<file path="src/rtl/period_irq_pkg.sv">
package period_irq_pkg;

    typedef enum logic [1:0] {
        PER_TICK = 2'b00,
        PER_SEC  = 2'b01,
        PER_MIN  = 2'b10,
        PER_HOUR = 2'b11
    } period_e;

    typedef struct packed {
        period_e period;
        logic    int_mode;
        logic    mask;
    } ctl_t;

    localparam int NUM_SRC = 4;
    localparam int FLAG_BIT = 2;
    localparam ctl_t CTL_RESET = '{period: PER_TICK, int_mode: 1'b0, mask: 1'b1};

endpackage

</file>
<file path="src/rtl/period_irq_evsel.sv">
module period_irq_evsel
    import period_irq_pkg::*;
#(
    parameter int SRC_N = NUM_SRC,
    localparam int SELW = $clog2(SRC_N)
) (
    input  logic             clk,
    input  logic             rst_n,
    input  logic [SRC_N-1:0] strobe_i,
    input  logic [SELW-1:0]  sel_i,
    input  logic             restart_i,
    output logic             fire_o,
    output logic             armed_o
);

    typedef struct packed {
        logic armed;
    } st_t;

    st_t st_d, st_q;
    logic [SRC_N-1:0] hit;
    logic             ev;

    for (genvar g = 0; g < SRC_N; g++) begin : g_hit
        assign hit[g] = strobe_i[g] && (sel_i == SELW'(g));
    end

    assign ev = |hit;

    always_comb begin
        st_d   = st_q;
        fire_o = 1'b0;
        if (restart_i) begin
            st_d.armed = 1'b0;
        end else if (ev) begin
            fire_o     = st_q.armed;
            st_d.armed = 1'b1;
        end
    end

    always_ff @(posedge clk or negedge rst_n) begin
        if (!rst_n) begin
            st_q <= '0;
        end else begin
            st_q <= st_d;
        end
    end

    assign armed_o = st_q.armed;

endmodule

</file>
<file path="src/rtl/period_irq_flag.sv">
module period_irq_flag (
    input  logic clk,
    input  logic rst_n,
    input  logic set_i,
    input  logic clr_i,
    output logic flag_o
);

    typedef struct packed {
        logic flag;
    } st_t;

    st_t st_d, st_q;

    always_comb begin
        st_d = st_q;
        if (set_i) begin
            st_d.flag = 1'b1;
        end else if (clr_i) begin
            st_d.flag = 1'b0;
        end
    end

    always_ff @(posedge clk or negedge rst_n) begin
        if (!rst_n) begin
            st_q <= '0;
        end else begin
            st_q <= st_d;
        end
    end

    assign flag_o = st_q.flag;

endmodule

</file>
<file path="src/rtl/period_irq_pulse.sv">
module period_irq_pulse #(
    parameter int PULSE_CYCLES = 4,
    localparam int CW = $clog2(PULSE_CYCLES + 1)
) (
    input  logic clk,
    input  logic rst_n,
    input  logic start_i,
    output logic active_o
);

    typedef struct packed {
        logic [CW-1:0] cnt;
    } st_t;

    st_t st_d, st_q;

    always_comb begin
        st_d = st_q;
        if (start_i) begin
            st_d.cnt = CW'(PULSE_CYCLES);
        end else if (st_q.cnt != '0) begin
            st_d.cnt = st_q.cnt - 1'b1;
        end
    end

    always_ff @(posedge clk or negedge rst_n) begin
        if (!rst_n) begin
            st_q <= '0;
        end else begin
            st_q <= st_d;
        end
    end

    assign active_o = (st_q.cnt != '0);

endmodule

</file>
<file path="src/rtl/period_irq_gen.sv">
module period_irq_gen
    import period_irq_pkg::*;
#(
    parameter int PULSE_CYCLES = 4
) (
    input  logic       clk,
    input  logic       rst_n,
    input  logic       tick_64hz_i,
    input  logic       sec_carry_i,
    input  logic       min_carry_i,
    input  logic       hour_carry_i,
    input  logic       ctl_we_i,
    input  logic [3:0] ctl_wdata_i,
    input  logic       stat_we_i,
    input  logic [3:0] stat_wdata_i,
    output logic [3:0] ctl_o,
    output logic       flag_o,
    output logic       irq_n_o
);

    typedef struct packed {
        ctl_t ctl;
    } st_t;

    st_t st_d, st_q;

    ctl_t       wr_ctl;
    logic       restart;
    logic       fire;
    logic       armed;
    logic       clr_req;
    logic       pulse_act;
    logic       drive_low;
    logic [NUM_SRC-1:0] strobes;

    assign wr_ctl  = ctl_t'(ctl_wdata_i);
    assign strobes = {hour_carry_i, min_carry_i, sec_carry_i, tick_64hz_i};

    always_comb begin
        st_d    = st_q;
        restart = 1'b0;
        if (ctl_we_i) begin
            st_d.ctl = wr_ctl;
            restart  = (wr_ctl.period != st_q.ctl.period);
        end
    end

    always_ff @(posedge clk or negedge rst_n) begin
        if (!rst_n) begin
            st_q.ctl <= CTL_RESET;
        end else begin
            st_q <= st_d;
        end
    end

    period_irq_evsel #(.SRC_N(NUM_SRC)) u_evsel (
        .clk       (clk),
        .rst_n     (rst_n),
        .strobe_i  (strobes),
        .sel_i     (st_q.ctl.period),
        .restart_i (restart),
        .fire_o    (fire),
        .armed_o   (armed)
    );

    assign clr_req = stat_we_i && !stat_wdata_i[FLAG_BIT];

    period_irq_flag u_flag (
        .clk    (clk),
        .rst_n  (rst_n),
        .set_i  (fire),
        .clr_i  (clr_req),
        .flag_o (flag_o)
    );

    period_irq_pulse #(.PULSE_CYCLES(PULSE_CYCLES)) u_pulse (
        .clk      (clk),
        .rst_n    (rst_n),
        .start_i  (fire),
        .active_o (pulse_act)
    );

    always_comb begin
        drive_low = 1'b0;
        if (!st_q.ctl.mask) begin
            drive_low = st_q.ctl.int_mode ? flag_o : pulse_act;
        end
    end

    assign irq_n_o = !drive_low;
    assign ctl_o   = st_q.ctl;

endmodule

</file>
<file path="config.mk">
export PLATFORM = sky130hd
export DESIGN_NAME = period_irq_gen
export DESIGN_NICKNAME = d
export VERILOG_FILES = /design/src/rtl/period_irq_pkg.sv /design/src/rtl/period_irq_evsel.sv /design/src/rtl/period_irq_flag.sv /design/src/rtl/period_irq_pulse.sv /design/src/rtl/period_irq_gen.sv
export SDC_FILE = /design/constraint.sdc
export NUM_CORES = 1
export LEC_CHECK = 0
export ABC_AREA = 1
export BUFFER_PORTS_ARGS = -buffer_cell sky130_fd_sc_hd__buf_2
export CORE_AREA = 2 2 39 41
export DETAILED_ROUTE_END_ITERATION = 8
export DIE_AREA = 0 0 41 43
export GPL_ROUTABILITY_DRIVEN = 0
export PLACE_DENSITY_LB_ADDON = 0.3
export SYNTH_ARGS = -nofsm -noshare
export SYNTH_HDL_FRONTEND = slang
export SYNTH_SLANG_ARGS = --single-unit
</file>
<file path="constraint.sdc">
create_clock -name clk -period 1.2 [get_ports clk]
set_input_delay 0.3 -clock clk [delete_from_list [all_inputs] [get_ports clk]]
set_output_delay 0.3 -clock clk [all_outputs]
set_load 0.1 [all_outputs]
</file>
Yosys cells after proc, flatten, opt, wreduce, memory -nomap -nowiden
Cells that the tools add are included.

Register bits after elaboration: 9. Input bits: 16. Output and inout port bits: 6. Logic and storage cells: 35.

Add/subtract/negate cells: 1. Equal/unequal tests: 4. Mux-type cells: 11. Reductions and logical operators: 13.

Operator list (number): 1-bit two-way mux (9); 3-bit two-way mux (2); 2-bit nonzero test (3); 1-bit logical AND (5); 2-bit equality test (second input constant) (2); 4-bit OR reduction (1); 3-bit nonzero test (1); 3-bit by 1-bit subtractor with 3-bit output (second input constant) (1); 2-bit by 1-bit equality test with 1-bit output (second input constant) (1); 1-bit zero test (2); 2-bit zero test (1); 2-bit != test (1).

Depth between registers and ports, before layout
Depth after elaboration: 6. Mapped depth: 7. Depth with buffers taken out: 7.

Cells and area by module
A second synthesis with hierarchy kept.

Cell total of the unflattened synthesis: 73. Area, all modules: 531.8 um^2.

Modules (own cells, without submodules): period_irq_gen (instances 1, cells an instance 31, area each 212.7 um^2, sequential area each 101.3 um^2); period_irq_pulse (instances 1, cells an instance 22, area each 173.9 um^2, sequential area each 75.1 um^2); period_irq_evsel (instances 1, cells an instance 15, area each 105.1 um^2, sequential area each 25.0 um^2); period_irq_flag (instances 1, cells an instance 5, area each 40.0 um^2, sequential area each 25.0 um^2).

Worst setup path before layout
OpenSTA, ideal clock, no wires.

Kind: flip-flop to output port. From: register st_q (netlist bit ctl_o[1]). To: output port irq_n_o. Data arrival time: 3.009 ns. Required time: 0.900 ns. Slack: -2.109 ns. Cell stages (with the launch flop): 2. Path buffers: 0. Cells stage by stage: dfrtp_1 -> o21ai_0.

Longest elaborated chain between the ends: 3.

Ends and longest elaborated chain: start: declaration (line period_irq_gen.sv:25) `st_t st_d, st_q;`; start signal: assignment (line period_irq_gen.sv:52) `st_q <= st_d;`; 1-bit two-way mux (line period_irq_gen.sv:86) `drive_low = st_q.ctl.int_mode ? flag_o : pulse_act;`; 1-bit two-way mux (line period_irq_gen.sv:85) `if (!st_q.ctl.mask) begin`; 1-bit zero test (line period_irq_gen.sv:90) `assign irq_n_o = !drive_low;`; end: declaration (line period_irq_gen.sv:18) `output logic irq_n_o`.

No other way between the ends.

Worst setup path in the final report
Ends and elaborated chain as after synthesis.

==> qor.csv <==
metric,value,unit
crit_path_max_fanout,2,
worstPathArrival,1.23,ns
skew_final,0.000672,ns
slew_violations,0,
port_buffers,18,
worstHoldStart,ctl_wdata_i[0],
routed_via_density,4.51,
synth_fa_ha_area_share,4.71,%
synth_top_area_share,37.6,%
synthesis.area_per_instance,7.82,um2
grt_setup_unrepaired,yes,
ordered_list_of_cells_on_the_worst_path,"buf_6, o21ai_4, buf_12",
root_buffer,sky130_fd_sc_hd__clkbuf_4,
synth-compound-area-share,8.71,%
number_of_hold_violations_in_the_final_report,0,
violated_checks,negative setup slack,
layout.filler_cells,107,
firstDrtPassIters,4,
simple_gate_share_of_the_synthesized_area,31.3,%
timing.final.ws_setup,-0.335,ns
grt_first_pass_wirelength,1.97,mm
cts.reportedPaths.clkPinSlew,0.06,ns
startpoint_type_of_the_worst_setup_path,register,
critical_path.reg2reg.startpoint,ctl_o[2]$_DFFE_PN0P_,
vdd_drop_max,849,uV
cts_buf_count,3,
crit_buf_inv,2,
via_count_of_the_first_global_routing_pass,476,
cp_slowest_stage_delay,0.50,ns
clock_tree.buffer_depth,2,
power-per-cell-area,1790,nW/um2
dp_slack,-0.0799,ns
synth_top_family_by_area,simple AND/OR/NAND/NOR gates,
layout.cells.most_common_list,"15 x sky130_fd_sc_hd__nand2_1, 12 x sky130_fd_sc_hd__buf_2, 9 x sky130_fd_sc_hd__buf_4",
synth_xor_area_share,3.29,%
detail_route.iter0.violations,6,
clock_latency,0.26,ns
yosysWarnings,0,
grt_max_degree,10,
pin_slew_with_the_least_headroom_to_its_limit,0.227,ns
vias,546,
worst-setup-path-type,register to primary output,
start_util,38.4,%
area_growth_syn_to_layout,86.4,%
timing.max_cap.violations,0,
fin_nets,124,
synth_top_area_cell,sky130_fd_sc_hd__dfrtp_1,
layoutNonFillerInstCount,121,
timing.critical_path.slowest_stage_cell,sky130_fd_sc_hd__dfrtp_4,
postSynthNetCount,86,
origin_of_the_worst_setup_path,ctl_o[1]$_DFFE_PN0P_,
data_required_time_of_the_critical_path,0.90,ns
period_share,128,%
ys_types,16,
antenna_left,0,
cp-end-kind,primary output,
die_width,41,um
achievable-frequency,651,MHz
ios,22,
postSynthRegisterBits,9,
run_status,finished with violations,
htreeDepth,1,
ys_top_cells_by_area,"sky130_fd_sc_hd__dfrtp_1 38%, sky130_fd_sc_hd__nand2_1 13%, sky130_fd_sc_hd__inv_1 6.4%, sky130_fd_sc_hd__o21ai_0 5.6%, sky130_fd_sc_hd__dfstp_2 4.9%",
relSlewSlack,84.9,%
antenna_found_initial,0,
die_area,1760,um2
drc,0,
grt_usage,17.2,%
final.min_clock_period,1.53,ns
placedCellCount,108,
cts_tree,built,
routed_wl,1.33,mm
wire_per_inst,11.0,um
overflow,0,
setup-violations-final,6,
drive_above_1_share,64.8,%
synthesized_area,532,um2
syn_inst,68,
diodes,0,
hpwl,833,um
critical_path.top_delay_family,flip-flops,
cts.sinks,9,
num_rows,14,
floorplan.die.height,43,um
share_of_synthesized_area_occupied_by_flip_flops_and_latches,42.6,%
leakagePower,0.499,nW
most_common_cell_after_layout_fill_and_taps_aside,sky130_fd_sc_hd__nand2_1,
worstHoldPathType,primary input to register,
synth_mux_area_share,0,%
finalHoldWorstSlack,0.232,ns
core_region_area,1380,um2
==> state kept, by name (all words and copies together) (netlist names) <==
register	cells
ctl_o	4
u_pulse.st_q	3
u_evsel.armed_o	1
u_flag.flag_o	1
==> synth_stat cells <==
cell	number
sky130_fd_sc_hd__a21oi_4	1
sky130_fd_sc_hd__and2_4	1
sky130_fd_sc_hd__buf_2	1
sky130_fd_sc_hd__dfrtp_1	8
sky130_fd_sc_hd__dfstp_2	1
sky130_fd_sc_hd__ha_1	2
sky130_fd_sc_hd__inv_1	9
sky130_fd_sc_hd__inv_2	3
sky130_fd_sc_hd__nand2_1	19
sky130_fd_sc_hd__nand2_2	4
sky130_fd_sc_hd__nand3_1	2
sky130_fd_sc_hd__nand3_2	2
sky130_fd_sc_hd__nor2_1	5
sky130_fd_sc_hd__nor2_2	2
sky130_fd_sc_hd__o21ai_0	6
sky130_fd_sc_hd__xor2_1	2
==> layer usage <==
| metal | vias up | global-route usage, % | share of wire (%) |
|---|---|---|---|
| met2 | 13 | 26.6 | 51 |
| met5 | - | 0 | 0 |
| li1 | 281 | - | - |
| met1 | 247 | 20.3 | 43 |
| met4 | 0 | 10.0 | 2.2 |
| met3 | 5 | 4.71 | 3.6 |
==> worst paths after layout <==
| kind | endpoint | slack, ns | cells after the start |
|---|---|---|---|
| max | irq_n_o | -0.33 | 3 |
| min | ctl_o[0]$_DFFE_PN1P_ | 0.23 | 3 |
| max reg2reg | u_evsel.armed_o$_DFFE_PN0P_ | 0.01 | 6 |
| min reg2reg | u_pulse.st_q[2]$_DFFE_PN0P_ | 0.59 | 3 |
| max in group asynchronous | ctl_o[0]$_DFFE_PN1P_ | 0.53 | 2 |
| min in group asynchronous | ctl_o[1]$_DFFE_PN0P_ | 0.41 | 2 |
==> cell type report <==
type | count | area, um2 | share of cell area [%]
flip-flops and latches | 9 | 243 | 24.5
clock buffers | 4 | 26.3 | 2.65
inverters | 12 | 55.1 | 5.56
well taps | 16 | 20.0 | 2.02
multi-input cells | 46 | 322 | 32.4
repair buffers | 34 | 325 | 32.8
==> cells by family (layout without fill, tap and decap cells) <==
logic type	Yosys count	count (layout)
simple gates	35	35
flops	9	9
xor+xnor	2	2
compound gates	7	7
buf+inv	13	50
fa+ha+maj	2	2
==> report_power, final <==
part	internal, W	switching [W]
Combinational	0.000485	0.000591
Sequential	0.000399	0.0000659
Clock	0.000128	0.000108
Total	0.00101	0.000765
==> worst min-delay path, cell delays in order <==
cell and delay, ns:
sky130_fd_sc_hd__buf_2 0.09, sky130_fd_sc_hd__nand2_1 0.05, sky130_fd_sc_hd__nand2_1 0.05
==> metrics by stage <==
stage | power (W) | cell area (um2) | TNS, ns | utilization (%)
floorplan | 0.00110 | 582 | -0.308 | -
global placement | 0.00142 | 830 | -0.0781 | 59.9
detailed placement | 0.00143 | 830 | -0.0799 | 59.9
CTS | 0.00173 | 908 | -0.861 | 65.6
global route | 0.00191 | 991 | -1.27 | 71.6
finish | 0.00178 | 991 | -1.01 | 71.6
==> repair_timing <==
action | in CTS | in global routing
hold endpoints to repair | 8 | 0
pin swaps | 3 | 6
gates resized for setup | 5 | 15
setup endpoints to repair | 6 | 11
hold buffers | 1 | 0
setup buffers | 4 | 4
Note: power is estimated with default switching activity, not from simulation.
